[src/rtl/cmq_pkg.sv]
package cmq_pkg;
  localparam logic [11:0] OFF_PRIM  = 12'h244;
  localparam logic [11:0] OFF_MODE  = 12'h248;
  localparam logic [11:0] OFF_ADDR  = 12'h24C;
  localparam logic [11:0] OFF_SIZE  = 12'h250;
  localparam logic [11:0] OFF_RSTAT = 12'h25C;
  localparam logic [11:0] OFF_QSTAT = 12'h260;

  localparam logic [31:0] PRIM_SYNC = 32'h8;
  localparam logic [31:0] PRIM_PFL  = 32'h9;

  typedef struct packed {
    logic [3:0]  code;
    logic        all;
    logic        notify;
    logic [31:0] addr;
    logic [31:0] size;
  } cmd_t;
endpackage

[src/rtl/cmq_fifo.sv]
module cmq_fifo #(
  parameter int unsigned W     = 8,
  parameter int unsigned DEPTH = 4
) (
  input  logic                         clk_i,
  input  logic                         rst_ni,
  input  logic                         push_i,
  input  logic                         pop_i,
  input  logic [W-1:0]                 din_i,
  output logic [W-1:0]                 dout_o,
  output logic                         empty_o,
  output logic                         full_o,
  output logic [$clog2(DEPTH+1)-1:0]   cnt_o
);
  localparam int unsigned IW = (DEPTH > 1) ? $clog2(DEPTH) : 1;
  localparam int unsigned CW = $clog2(DEPTH+1);

  logic [W-1:0]  mem [DEPTH];
  logic [IW-1:0] wr_ptr, rd_ptr;
  logic [CW-1:0] cnt;

  function automatic logic [IW-1:0] nxt(input logic [IW-1:0] p);
    return (p == IW'(DEPTH-1)) ? '0 : p + 1'b1;
  endfunction

  always_ff @(posedge clk_i or negedge rst_ni) begin
    if (!rst_ni) begin
      wr_ptr <= '0;
      rd_ptr <= '0;
      cnt    <= '0;
    end else begin
      if (push_i) wr_ptr <= nxt(wr_ptr);
      if (pop_i)  rd_ptr <= nxt(rd_ptr);
      if (push_i && !pop_i)      cnt <= cnt + 1'b1;
      else if (pop_i && !push_i) cnt <= cnt - 1'b1;
    end
  end

  always_ff @(posedge clk_i) begin
    if (push_i) mem[wr_ptr] <= din_i;
  end

  assign dout_o  = mem[rd_ptr];
  assign empty_o = (cnt == '0);
  assign full_o  = (cnt == CW'(DEPTH));
  assign cnt_o   = cnt;
endmodule

[src/rtl/cmq_engine.sv]
module cmq_engine #(
  parameter int unsigned W   = 8,
  parameter int unsigned LAT = 4
) (
  input  logic         clk_i,
  input  logic         rst_ni,
  input  logic         avail_i,
  input  logic [W-1:0] cmd_i,
  output logic         pop_o,
  output logic         busy_o,
  output logic         start_o,
  output logic         ret_o,
  output logic [W-1:0] cmd_o
);
  localparam int unsigned TW = (LAT > 1) ? $clog2(LAT) : 1;

  logic          busy;
  logic [TW-1:0] tmr;

  assign pop_o  = !busy && avail_i;
  assign ret_o  = busy && (tmr == '0);
  assign busy_o = busy;

  always_ff @(posedge clk_i or negedge rst_ni) begin
    if (!rst_ni) begin
      busy    <= 1'b0;
      tmr     <= '0;
      start_o <= 1'b0;
      cmd_o   <= '0;
    end else begin
      start_o <= pop_o;
      if (pop_o) begin
        busy  <= 1'b1;
        tmr   <= TW'(LAT-1);
        cmd_o <= cmd_i;
      end else if (busy) begin
        if (tmr == '0) busy <= 1'b0;
        else           tmr  <= tmr - 1'b1;
      end
    end
  end
endmodule

[src/rtl/cmq_cpu_status.sv]
module cmq_cpu_status #(
  parameter int unsigned DEPTH = 4
) (
  input  logic clk_i,
  input  logic rst_ni,
  input  logic push_i,
  input  logic retire_i,
  input  logic notify_i,
  input  logic fail_i,
  input  logic ovr_set_i,
  input  logic ovr_clr_i,
  input  logic clr_done_i,
  input  logic clr_err_i,
  output logic done_o,
  output logic err_o,
  output logic busy_o,
  output logic ovr_o
);
  localparam int unsigned CW = $clog2(DEPTH+2);

  logic [CW-1:0] outst;

  always_ff @(posedge clk_i or negedge rst_ni) begin
    if (!rst_ni) begin
      outst  <= '0;
      done_o <= 1'b0;
      err_o  <= 1'b0;
      ovr_o  <= 1'b0;
    end else begin
      if (push_i && !retire_i)      outst <= outst + 1'b1;
      else if (retire_i && !push_i) outst <= outst - 1'b1;
      // a new event wins over a clear in the same cycle
      if (retire_i && notify_i) done_o <= 1'b1;
      else if (clr_done_i)      done_o <= 1'b0;
      if (fail_i)         err_o <= 1'b1;
      else if (clr_err_i) err_o <= 1'b0;
      if (ovr_set_i)      ovr_o <= 1'b1;
      else if (ovr_clr_i) ovr_o <= 1'b0;
    end
  end

  assign busy_o = (outst != '0);
endmodule

[src/rtl/cmq_frontend.sv]
module cmq_frontend
  import cmq_pkg::*;
#(
  parameter int unsigned NCPU  = 4,
  parameter int unsigned DEPTH = 4,
  parameter int unsigned LAT   = 4,
  localparam int unsigned CPU_W = (NCPU > 1) ? $clog2(NCPU) : 1
) (
  input  logic             clk_i,
  input  logic             rst_ni,
  input  logic             req_valid_i,
  output logic             req_ready_o,
  input  logic             req_write_i,
  input  logic [11:0]      req_addr_i,
  input  logic [31:0]      req_wdata_i,
  input  logic [CPU_W-1:0] req_cpu_i,
  output logic [31:0]      req_rdata_o,
  output logic             op_start_o,
  output logic [CPU_W-1:0] op_cpu_o,
  output logic [3:0]       op_code_o,
  output logic             op_all_o,
  output logic [31:0]      op_addr_o,
  output logic [31:0]      op_size_o,
  output logic             pf_flush_o
);
  localparam int unsigned CMD_W = $bits(cmd_t);
  localparam int unsigned ENT_W = CMD_W + CPU_W;
  localparam int unsigned FCW   = $clog2(DEPTH+1);

  // access decode
  logic acc, wr_acc, rd_acc;
  logic hit_mode, hit_addr, hit_size, hit_rstat, hit_qstat, hit_prim;
  assign acc       = req_valid_i && req_ready_o;
  assign wr_acc    = acc && req_write_i;
  assign rd_acc    = acc && !req_write_i;
  assign hit_mode  = (req_addr_i == OFF_MODE);
  assign hit_addr  = (req_addr_i == OFF_ADDR);
  assign hit_size  = (req_addr_i == OFF_SIZE);
  assign hit_rstat = (req_addr_i == OFF_RSTAT);
  assign hit_qstat = (req_addr_i == OFF_QSTAT);
  assign hit_prim  = (req_addr_i == OFF_PRIM);

  // access right on the staging registers
  logic             own_v;
  logic [CPU_W-1:0] own_id;
  logic             is_owner;
  assign is_owner = own_v && (own_id == req_cpu_i);

  logic mode_ok, stage_ok, refuse, rstat_rd, commit;
  assign mode_ok  = wr_acc && hit_mode && (!own_v || is_owner);
  assign stage_ok = wr_acc && (hit_addr || hit_size) && is_owner;
  assign refuse   = wr_acc && ((hit_mode && own_v && !is_owner) ||
                               ((hit_addr || hit_size) && !is_owner));
  assign rstat_rd = rd_acc && hit_rstat;
  assign commit   = rstat_rd && is_owner;

  // staging registers
  logic [3:0]  st_code;
  logic        st_all, st_notify;
  logic [31:0] st_addr, st_size;

  always_ff @(posedge clk_i or negedge rst_ni) begin
    if (!rst_ni) begin
      own_v     <= 1'b0;
      own_id    <= '0;
      st_code   <= '0;
      st_all    <= 1'b0;
      st_notify <= 1'b0;
      st_addr   <= '0;
      st_size   <= '0;
    end else begin
      if (mode_ok) begin
        own_v     <= 1'b1;
        own_id    <= req_cpu_i;
        st_code   <= req_wdata_i[3:0];
        st_notify <= req_wdata_i[15];
        st_all    <= (req_wdata_i[18:17] == 2'd1);
      end else if (commit) begin
        own_v <= 1'b0;
      end
      if (stage_ok && hit_addr) st_addr <= req_wdata_i;
      if (stage_ok && hit_size) st_size <= req_wdata_i;
    end
  end

  // queue and engine
  logic             q_full, q_empty, q_push, q_pop;
  logic [FCW-1:0]   fifo_cnt;
  logic [ENT_W-1:0] q_din, q_dout, eng_ent;
  cmd_t             new_cmd, cur_cmd;
  logic [CPU_W-1:0] cur_cpu;
  logic             eng_busy, eng_start, eng_ret;

  assign q_push = commit && !q_full;

  always_comb begin
    new_cmd.code   = st_code;
    new_cmd.all    = st_all;
    new_cmd.notify = st_notify;
    new_cmd.addr   = st_all ? 32'h0 : st_addr;
    new_cmd.size   = st_all ? 32'h0 : st_size;
  end
  assign q_din = {req_cpu_i, new_cmd};

  cmq_fifo #(.W(ENT_W), .DEPTH(DEPTH)) u_fifo (
    .clk_i  (clk_i),
    .rst_ni (rst_ni),
    .push_i (q_push),
    .pop_i  (q_pop),
    .din_i  (q_din),
    .dout_o (q_dout),
    .empty_o(q_empty),
    .full_o (q_full),
    .cnt_o  (fifo_cnt)
  );

  cmq_engine #(.W(ENT_W), .LAT(LAT)) u_eng (
    .clk_i  (clk_i),
    .rst_ni (rst_ni),
    .avail_i(!q_empty),
    .cmd_i  (q_dout),
    .pop_o  (q_pop),
    .busy_o (eng_busy),
    .start_o(eng_start),
    .ret_o  (eng_ret),
    .cmd_o  (eng_ent)
  );

  assign {cur_cpu, cur_cmd} = eng_ent;
  assign op_start_o = eng_start;
  assign op_cpu_o   = cur_cpu;
  assign op_code_o  = cur_cmd.code;
  assign op_all_o   = cur_cmd.all;
  assign op_addr_o  = cur_cmd.addr;
  assign op_size_o  = cur_cmd.size;

  // per-CPU status
  logic [NCPU-1:0] done_v, err_v, busy_v, ovr_v;
  logic            fail;
  logic            sel_ovr;
  assign sel_ovr = ovr_v[req_cpu_i];
  assign fail    = rstat_rd && (sel_ovr || (commit && q_full));

  for (genvar i = 0; i < NCPU; i++) begin : g_cpu
    logic me;
    assign me = (req_cpu_i == CPU_W'(i));
    cmq_cpu_status #(.DEPTH(DEPTH)) u_st (
      .clk_i     (clk_i),
      .rst_ni    (rst_ni),
      .push_i    (q_push && me),
      .retire_i  (eng_ret && (cur_cpu == CPU_W'(i))),
      .notify_i  (cur_cmd.notify),
      .fail_i    (fail && me),
      .ovr_set_i (refuse && me),
      .ovr_clr_i (rstat_rd && me),
      .clr_done_i(wr_acc && hit_qstat && me && req_wdata_i[2]),
      .clr_err_i (wr_acc && hit_qstat && me && req_wdata_i[1]),
      .done_o    (done_v[i]),
      .err_o     (err_v[i]),
      .busy_o    (busy_v[i]),
      .ovr_o     (ovr_v[i])
    );
  end

  // primitives: sync and prefetch flush
  logic sync_pend, drain_wait;
  assign drain_wait  = !q_empty || eng_busy;
  assign req_ready_o = !(req_valid_i && !req_write_i && hit_prim && sync_pend && drain_wait);

  always_ff @(posedge clk_i or negedge rst_ni) begin
    if (!rst_ni) begin
      sync_pend  <= 1'b0;
      pf_flush_o <= 1'b0;
    end else begin
      pf_flush_o <= wr_acc && hit_prim && (req_wdata_i == PRIM_PFL);
      if (wr_acc && hit_prim && (req_wdata_i == PRIM_SYNC)) sync_pend <= 1'b1;
      else if (rd_acc && hit_prim)                          sync_pend <= 1'b0;
    end
  end

  // read mux
  always_comb begin
    req_rdata_o = '0;
    if (rd_acc) begin
      if (hit_rstat)      req_rdata_o = {30'h0, commit && q_full, sel_ovr};
      else if (hit_qstat) req_rdata_o = {29'h0, done_v[req_cpu_i], err_v[req_cpu_i], busy_v[req_cpu_i]};
      else if (hit_prim)  req_rdata_o = sync_pend ? PRIM_SYNC : 32'h0;
    end
  end
endmodule

[config.mk]
export PLATFORM = sky130hd
export DESIGN_NAME = cmq_frontend
export DESIGN_NICKNAME = d
export VERILOG_FILES = /design/src/rtl/cmq_pkg.sv /design/src/rtl/cmq_fifo.sv /design/src/rtl/cmq_engine.sv /design/src/rtl/cmq_cpu_status.sv /design/src/rtl/cmq_frontend.sv
export SDC_FILE = /design/constraint.sdc
export NUM_CORES = 1
export LEC_CHECK = 0
export BUFFER_PORTS_ARGS = -buffer_cell sky130_fd_sc_hd__buf_4
export CORE_MARGIN = 2
export CORE_UTILIZATION = 55
export DETAILED_ROUTE_END_ITERATION = 10
export PLACE_DENSITY = 0.74
export SYNTH_ARGS = -nofsm -noshare
export SYNTH_HDL_FRONTEND = slang
export SYNTH_SLANG_ARGS = --single-unit
[constraint.sdc]
create_clock -name clk_i -period 6.55 [get_ports clk_i]
set_input_delay 0.3275 -clock clk_i [delete_from_list [all_inputs] [get_ports clk_i]]
set_output_delay 0.3275 -clock clk_i [all_outputs]
set_load 0.005 [all_outputs]
# [Word-level counts from Yosys, hierarchy flattened]
# Memories as Yosys holds them, arrays and structs flattened. A register that Yosys moved wholly into a read port is not among the register bits.
# Index checks and enable logic that the tools add are counted.
[totals] reg_bits=110 mem_bits_rw=288 word_cells=257 inputBits=50 mem_count=1
[mem_list] memory="u_fifo.mem" depth=4 width=72 read_ports=1 rd_clocked_by_memory_dff=1 write_ports=1 line="cmq_fifo.sv:18" rtl="logic [W-1:0] mem [DEPTH];"
[classes] n_eq_ne=20 reduce_logical=128 mux=63 add_sub_neg=13 order_cmp=1
[op_table] operator="$logic_and A1 B1 Y1" n=76
[op_table] operator="$eq A12 B10 Y1 const B" n=6
[op_table] operator="$eq A32 B4 Y1 const B" n=2
[op_table] operator="$mux W32" n=2
[op_table] operator="$reduce_bool A2 Y1" n=20
[op_table] operator="$mux W1" n=37
[op_table] operator="$mux W3" n=10
[op_table] operator="$mux W4" n=5
[op_table] operator="$logic_not A1 Y1" n=18
[op_table] operator="$add A3 B1 Y3 const B" n=5
[op_table] operator="$sub A3 B1 Y3 const B" n=5
[op_table] operator="$eq A2 B2 Y1 const B" n=6
[op_table] operator="$reduce_bool A3 Y1" n=4
[op_table] operator="$mux W2" n=5
[op_table] operator="$bmux W1 S2" n=4
[op_table] operator="$eq A2 B1 Y1 const B" n=3
[op_table] operator="$logic_not A2 Y1" n=3
[op_table] operator="$logic_or A1 B1 Y1" n=5
[op_table] operator="$add A2 B1 Y2 const B" n=2
[op_table] operator="$eq A3 B3 Y1 const B" n=1
[op_table] operator="$logic_not A3 Y1" n=1
[op_table] operator="$lt A2 B3 Y1 const B" n=1
[op_table] operator="$eq A2 B2 Y1" n=1
[op_table] operator="$ne A2 B1 Y1 const B" n=1
[op_table] operator="2 further kinds" n=2

# [Logic depth before layout (Yosys ltp)]
[logic_depth] ltp_word=16 depth_mapped=11

# [Modules after synthesis]
# Synthesis repeated with hierarchy kept, for this count alone.
[hier_totals] cells_unflattened=1035 area_unflattened_um2=19321.0
[modules_own_cells] mod="cmq_fifo" cells_each=413 area_each_um2=10807.9 seq_area_each_um2=8823.5 n_inst=1
[modules_own_cells] mod="cmq_frontend" cells_each=364 area_each_um2=4315.4 seq_area_each_um2=1876.8 n_inst=1
[modules_own_cells] mod="cmq_engine" cells_each=166 area_each_um2=3106.7 seq_area_each_um2=1901.8 n_inst=1
[modules_own_cells] mod="cmq_cpu_status" cells_each=23 area_each_um2=272.8 seq_area_each_um2=150.1 n_inst=4

# [Least setup slack after synthesis]
# Ideal clock, no wire load.
[synth_timing] path_type="input port to flip-flop" start="in req_addr_i[8]" end="mem u_fifo.mem[0][0] (netlist bit) (enable)" path_buffers=1 setup_ns=0.438 slack_ns=2.855 stages=6 arrival_time_ns=3.258 cell_sequence="and4bb_1 buf_4 nand4b_4 or4_4 clkinv_2 and2_1"
[synth_between] elab_chain_len=12
[synth_rtl] element="start, declared" line="cmq_frontend.sv:14" rtl="input logic [11:0] req_addr_i,"
[synth_rtl] element="$eq A12 B10 Y1" line="cmq_frontend.sv:41" rtl="assign hit_prim = (req_addr_i == OFF_PRIM);"
[synth_rtl] element="$logic_and A1 B1 Y1 (3 in series)" line="cmq_frontend.sv:168" rtl="assign req_ready_o = !(req_valid_i && !req_write_i && hit_prim && sync_pend && drain_wait);"
[synth_rtl] element="$logic_not A1 Y1" line="cmq_frontend.sv:168"
[synth_rtl] element="$logic_and A1 B1 Y1" line="cmq_frontend.sv:33" rtl="assign acc = req_valid_i && req_ready_o;"
[synth_rtl] element="$logic_and A1 B1 Y1" line="cmq_frontend.sv:35" rtl="assign rd_acc = acc && !req_write_i;"
[synth_rtl] element="$logic_and A1 B1 Y1 (*)" line="cmq_frontend.sv:54" rtl="assign rstat_rd = rd_acc && hit_rstat;"
[synth_rtl] element="$logic_and A1 B1 Y1 (*)" line="cmq_frontend.sv:55" rtl="assign commit = rstat_rd && is_owner;"
[synth_rtl] element="$logic_and A1 B1 Y1 (*)" line="cmq_frontend.sv:94" rtl="assign q_push = commit && !q_full;"
[synth_rtl] element="named net q_push" line="cmq_frontend.sv:87" rtl="logic q_full, q_empty, q_push, q_pop;"
[synth_rtl] element="$mux W1 (*)" line="cmq_fifo.sv:40" rtl="if (push_i) mem[wr_ptr] <= din_i;"
[synth_rtl] element="$mux W1 (implied by the code) (*)" line="cmq_fifo.sv:40"
[synth_rtl] element="end, declared" line="cmq_fifo.sv:18"
# The timed path passes the listed nets; every way through them passes the cells marked *.

# [Worst setup path after layout]
[layout_timing] start="reg own_id[0]" end="mem u_fifo.mem[3][48] (netlist bit) (enable)"
[layout_between] elab_chain_len=6
[layout_rtl] element="start, declared" line="cmq_frontend.sv:45" rtl="logic [CPU_W-1:0] own_id;"
[layout_rtl] element="start signal, assigned" line="cmq_frontend.sv:74" rtl="own_id <= req_cpu_i;"
[layout_rtl] element="$eq A2 B2 Y1" line="cmq_frontend.sv:47" rtl="assign is_owner = own_v && (own_id == req_cpu_i);"
[layout_rtl] element="$logic_and A1 B1 Y1" line="cmq_frontend.sv:47"
[layout_rtl] element="$logic_and A1 B1 Y1" line="cmq_frontend.sv:55"
[layout_rtl] element="$logic_and A1 B1 Y1" line="cmq_frontend.sv:94"
[layout_rtl] element="named net q_push" line="cmq_frontend.sv:87"
[layout_rtl] element="$mux W1" line="cmq_fifo.sv:40"
[layout_rtl] element="$mux W1 (implied by the code)" line="cmq_fifo.sv:40"
# The timed path passes the listed nets, and every way through them passes these cells.

==> impl_metrics.env <==
export IMPL_synth_top_area_frac=0.4606
export IMPL_yosys_area_top_type="edfxtp_1"
export IMPL_power_mw=7.740
export IMPL_cts_clk_slew_worst_paths_ns=0.06
export IMPL_outcome="finished, final reports clean"
export IMPL_num_rows=67
export IMPL_setup_viol=0
export IMPL_critPathSlowestCell="buf_4"
export IMPL_cts_buffer_depth=3
export IMPL_syn_avg_cell_area_sq_um=16.05
export IMPL_cts_buffers=47
export IMPL_fin_crit_sh=0.4936
export IMPL_drv_slew=0
export IMPL_cts_sinks=470
export IMPL_grt_max_degree=123
export IMPL_final_common_cell="edfxtp_1"
export IMPL_startpoint_type="register"
export IMPL_critPathTopFamily="simple AND/OR/NAND/NOR gates"
export IMPL_track_usage=0.2185
export IMPL_finClkSkew_ns=0.02011
export IMPL_crit_path_end_kind="register"
export IMPL_first_pass_iters=5
export IMPL_fin_nets=1371
export IMPL_cp_required_ns=6.72
export IMPL_ys_ff_latch=470
export IMPL_portBuffers=127
export IMPL_n_antenna_cell=0
export IMPL_slew_headroom=0.2390
export IMPL_drive_gt1_frac=0.2292
export IMPL_ys_seq_area_frac=0.7032
export IMPL_critical_path_max_fanout=54
export IMPL_final_cells=1792
export IMPL_tns_ns=0
export IMPL_timing_fmax_mhz=309.3
export IMPL_path_class="register to register"
export IMPL_seq_area_sq_um=13210
export IMPL_ir_worst_vdd_mv=0.1955
export IMPL_htree_num_levels=2
export IMPL_max_cap_viol_count=0
export IMPL_worstPathCellList="xnor2_1 > nand3_2 > or4_4 > clkinv_2 > and2_4 > buf_4"
export IMPL_via_count=10023
export IMPL_fin_crit_ns=3.233
export IMPL_floorplan_initialDensity=0.5599
export IMPL_timing_hold_ws_ns=0.03123
export IMPL_drt_total_wl_mm=37.35
export IMPL_arrival_ns=3.40
export IMPL_core_sq_um=33530
export IMPL_grt_pass1_vias=10335
export IMPL_die_width_um=188.8
export IMPL_synth_cell_type_count=55
export IMPL_rsz0062_at_grt="false"
export IMPL_die_area_sq_um=35630
export IMPL_die_y_um=188.8
export IMPL_drt_initial_drc_count=740
export IMPL_syn_area_sq_um=18770
export IMPL_antenna_found_initial=1
export IMPL_tightest_slew_ns=1.142
export IMPL_vias_per_cell=5.593
export IMPL_gp_congestion=0.8314
export IMPL_p_leak_nw=9.436
export IMPL_max_stage_delay_ns=0.73
export IMPL_hp_class="primary input to register"
export IMPL_grt_first_pass_wirelength_mm=59.72
export IMPL_place_inst=1703
export IMPL_syn_inst=1170
export IMPL_remaining_drc_errors=0
export IMPL_power_density_nw_per_um2=357.5
export IMPL_root_buffer="clkbuf_16"
export IMPL_dpl_hpwl_mm=22.55
export IMPL_layout_cells_most_common_list="edfxtp_1 (288), nand2_1 (224), dfrtp_1 (179), buf_4 (137), mux4_2 (75)"
export IMPL_multi_input_area_sq_um=5199
export IMPL_path_buf_inv=2
export IMPL_io_pins=156
export IMPL_area_growth_pct=15.31
export IMPL_wire_per_inst_um=20.84
export IMPL_hold_viol_final=0
export IMPL_insertion_delay_ns=0.55
export IMPL_fillers=2397
export IMPL_cts_tree="yes"
export IMPL_final_antenna_net_count=0
export IMPL_overflow=0
export IMPL_yosys_top_cells_area="edfxtp_1 (46%), dfrtp_1 (24%), mux4_2 (9.0%), nand2_1 (4.5%), mux2_1 (4.4%)"
export IMPL_ys_warn_count=0
==> logic make-up after synthesis <==
family,after synthesis,synth area share
compound gates,39,0.01420
simple gates,380,0.09830
fa+ha+maj,16,0.01266
xor+xnor,17,0.007931
flops,470,0.7032
buf+inv,93,0.02612
mux,154,0.1374
other cells,1,0.0001997
==> cell usage after synthesis (all sizes together) <==
master and number:
a211oi 1, a21o 2, a21oi 4, a41oi 1
and2 4, and3 3, and4 1, and4b 2
and4bb 2, buf 48, clkbuf 32, clkinv 2
conb 1, dfrtp 182, edfxtp 288, fa 5
ha 11, inv 11, mux2 79, mux4 75
nand2 224, nand2b 4, nand3 9, nand3b 2
nand4 8, nand4b 5, nor2 18, nor2b 67
nor3 9, nor3b 2, nor4 10, nor4b 3
o2111ai 1, o21ai 13, o31a 1, o31ai 16
or2 3, or3 1, or3b 1, or4 2
xnor2 7, xor2 10
==> worst reg2reg max path, stage by stage (launching register included) <==
cell,delay [ns]
dfrtp_1,0.39
xnor2_1,0.34
nand3_2,0.24
or4_4,0.63
clkinv_2,0.13
and2_4,0.34
buf_4,0.74
==> final timing paths <==
kind | from | end | slack [ns] | cells past startpoint
max | own_id[0]$_DFFE_PN0P_ | u_fifo.mem[3][48]$_DFFE_PP_ | 3.32 | 6
min | req_wdata_i[25] | st_addr[25]$_DFFE_PN0P_ | 0.03 | 2
max reg2reg | own_id[0]$_DFFE_PN0P_ | u_fifo.mem[3][48]$_DFFE_PP_ | 3.32 | 6
min reg2reg | g_cpu[0].u_st.outst[2]$_DFFE_PN0P_ | g_cpu[0].u_st.outst[2]$_DFFE_PN0P_ | 0.47 | 1
max in group asynchronous | rst_ni | st_all$_DFFE_PN0P_ | 4.53 | 3
min in group asynchronous | rst_ni | u_eng.cmd_o[39]$_DFFE_PN0P_ | 0.50 | 2
==> repair_timing <==
item | in CTS | in global routing
hold buffers | 1 | 0
buffers inserted | 0 | 0
resized for setup | 0 | 0
hold endpoints to repair | 46 | 0
endpoints found under the setup margin | 0 | 0
==> registers in the layout (all words and copies together), names as in the netlist, 2 cells and up <==
signal	cells
u_fifo.mem	288
st_size	32
g_cpu.u_st.err_o	4
g_cpu.u_st.done_o	4
own_id	2
g_cpu.u_st.outst	12
st_code	4
u_fifo.rd_ptr	2
u_fifo.wr_ptr	2
st_addr	32
u_fifo.cnt_o	3
u_eng.tmr	2
u_eng.cmd_o	72
g_cpu.u_st.ovr_o	4
==> area by class of cell <==
| class | count | area share |
|---|---|---|
| flip-flops and latches | 470 | 0.6103 |
| inverters | 13 | 0.002312 |
| clock inverters | 23 | 0.01156 |
| clock buffers | 65 | 0.06121 |
| repair buffers | 139 | 0.04861 |
| well taps | 448 | 0.02589 |
| multi-input cells | 634 | 0.2401 |
==> layer usage <==
metal	routed length [um]	track usage	share of wire	vias to the layer above
met1	16090	0.3123	0.43	5173
met3	2191	0.03669	0.059	41
met4	553	0.04778	0.015	0
met5	0	0	0	-
met2	18510	0.3592	0.50	303
li1	-	-	-	4506
==> stage by stage <==
stage	setup WS, ns	util	area, sq um
final	3.317	0.6456	21650
after global routing	3.123	0.6456	21650
after CTS	3.296	0.6456	21650
after detailed placement	3.168	0.5983	20060
after global placement	3.258	0.5983	20060
after floorplan	2.855	-	18880
==> report_power, final <==
part	internal (mW)	total, mW	switching (mW)
logic	0.672	1.33	0.662
registers	3.41	3.71	0.300
clock network	1.61	2.69	1.08
total	5.70	7.74	2.04
(Power assumes the default switching activity.)
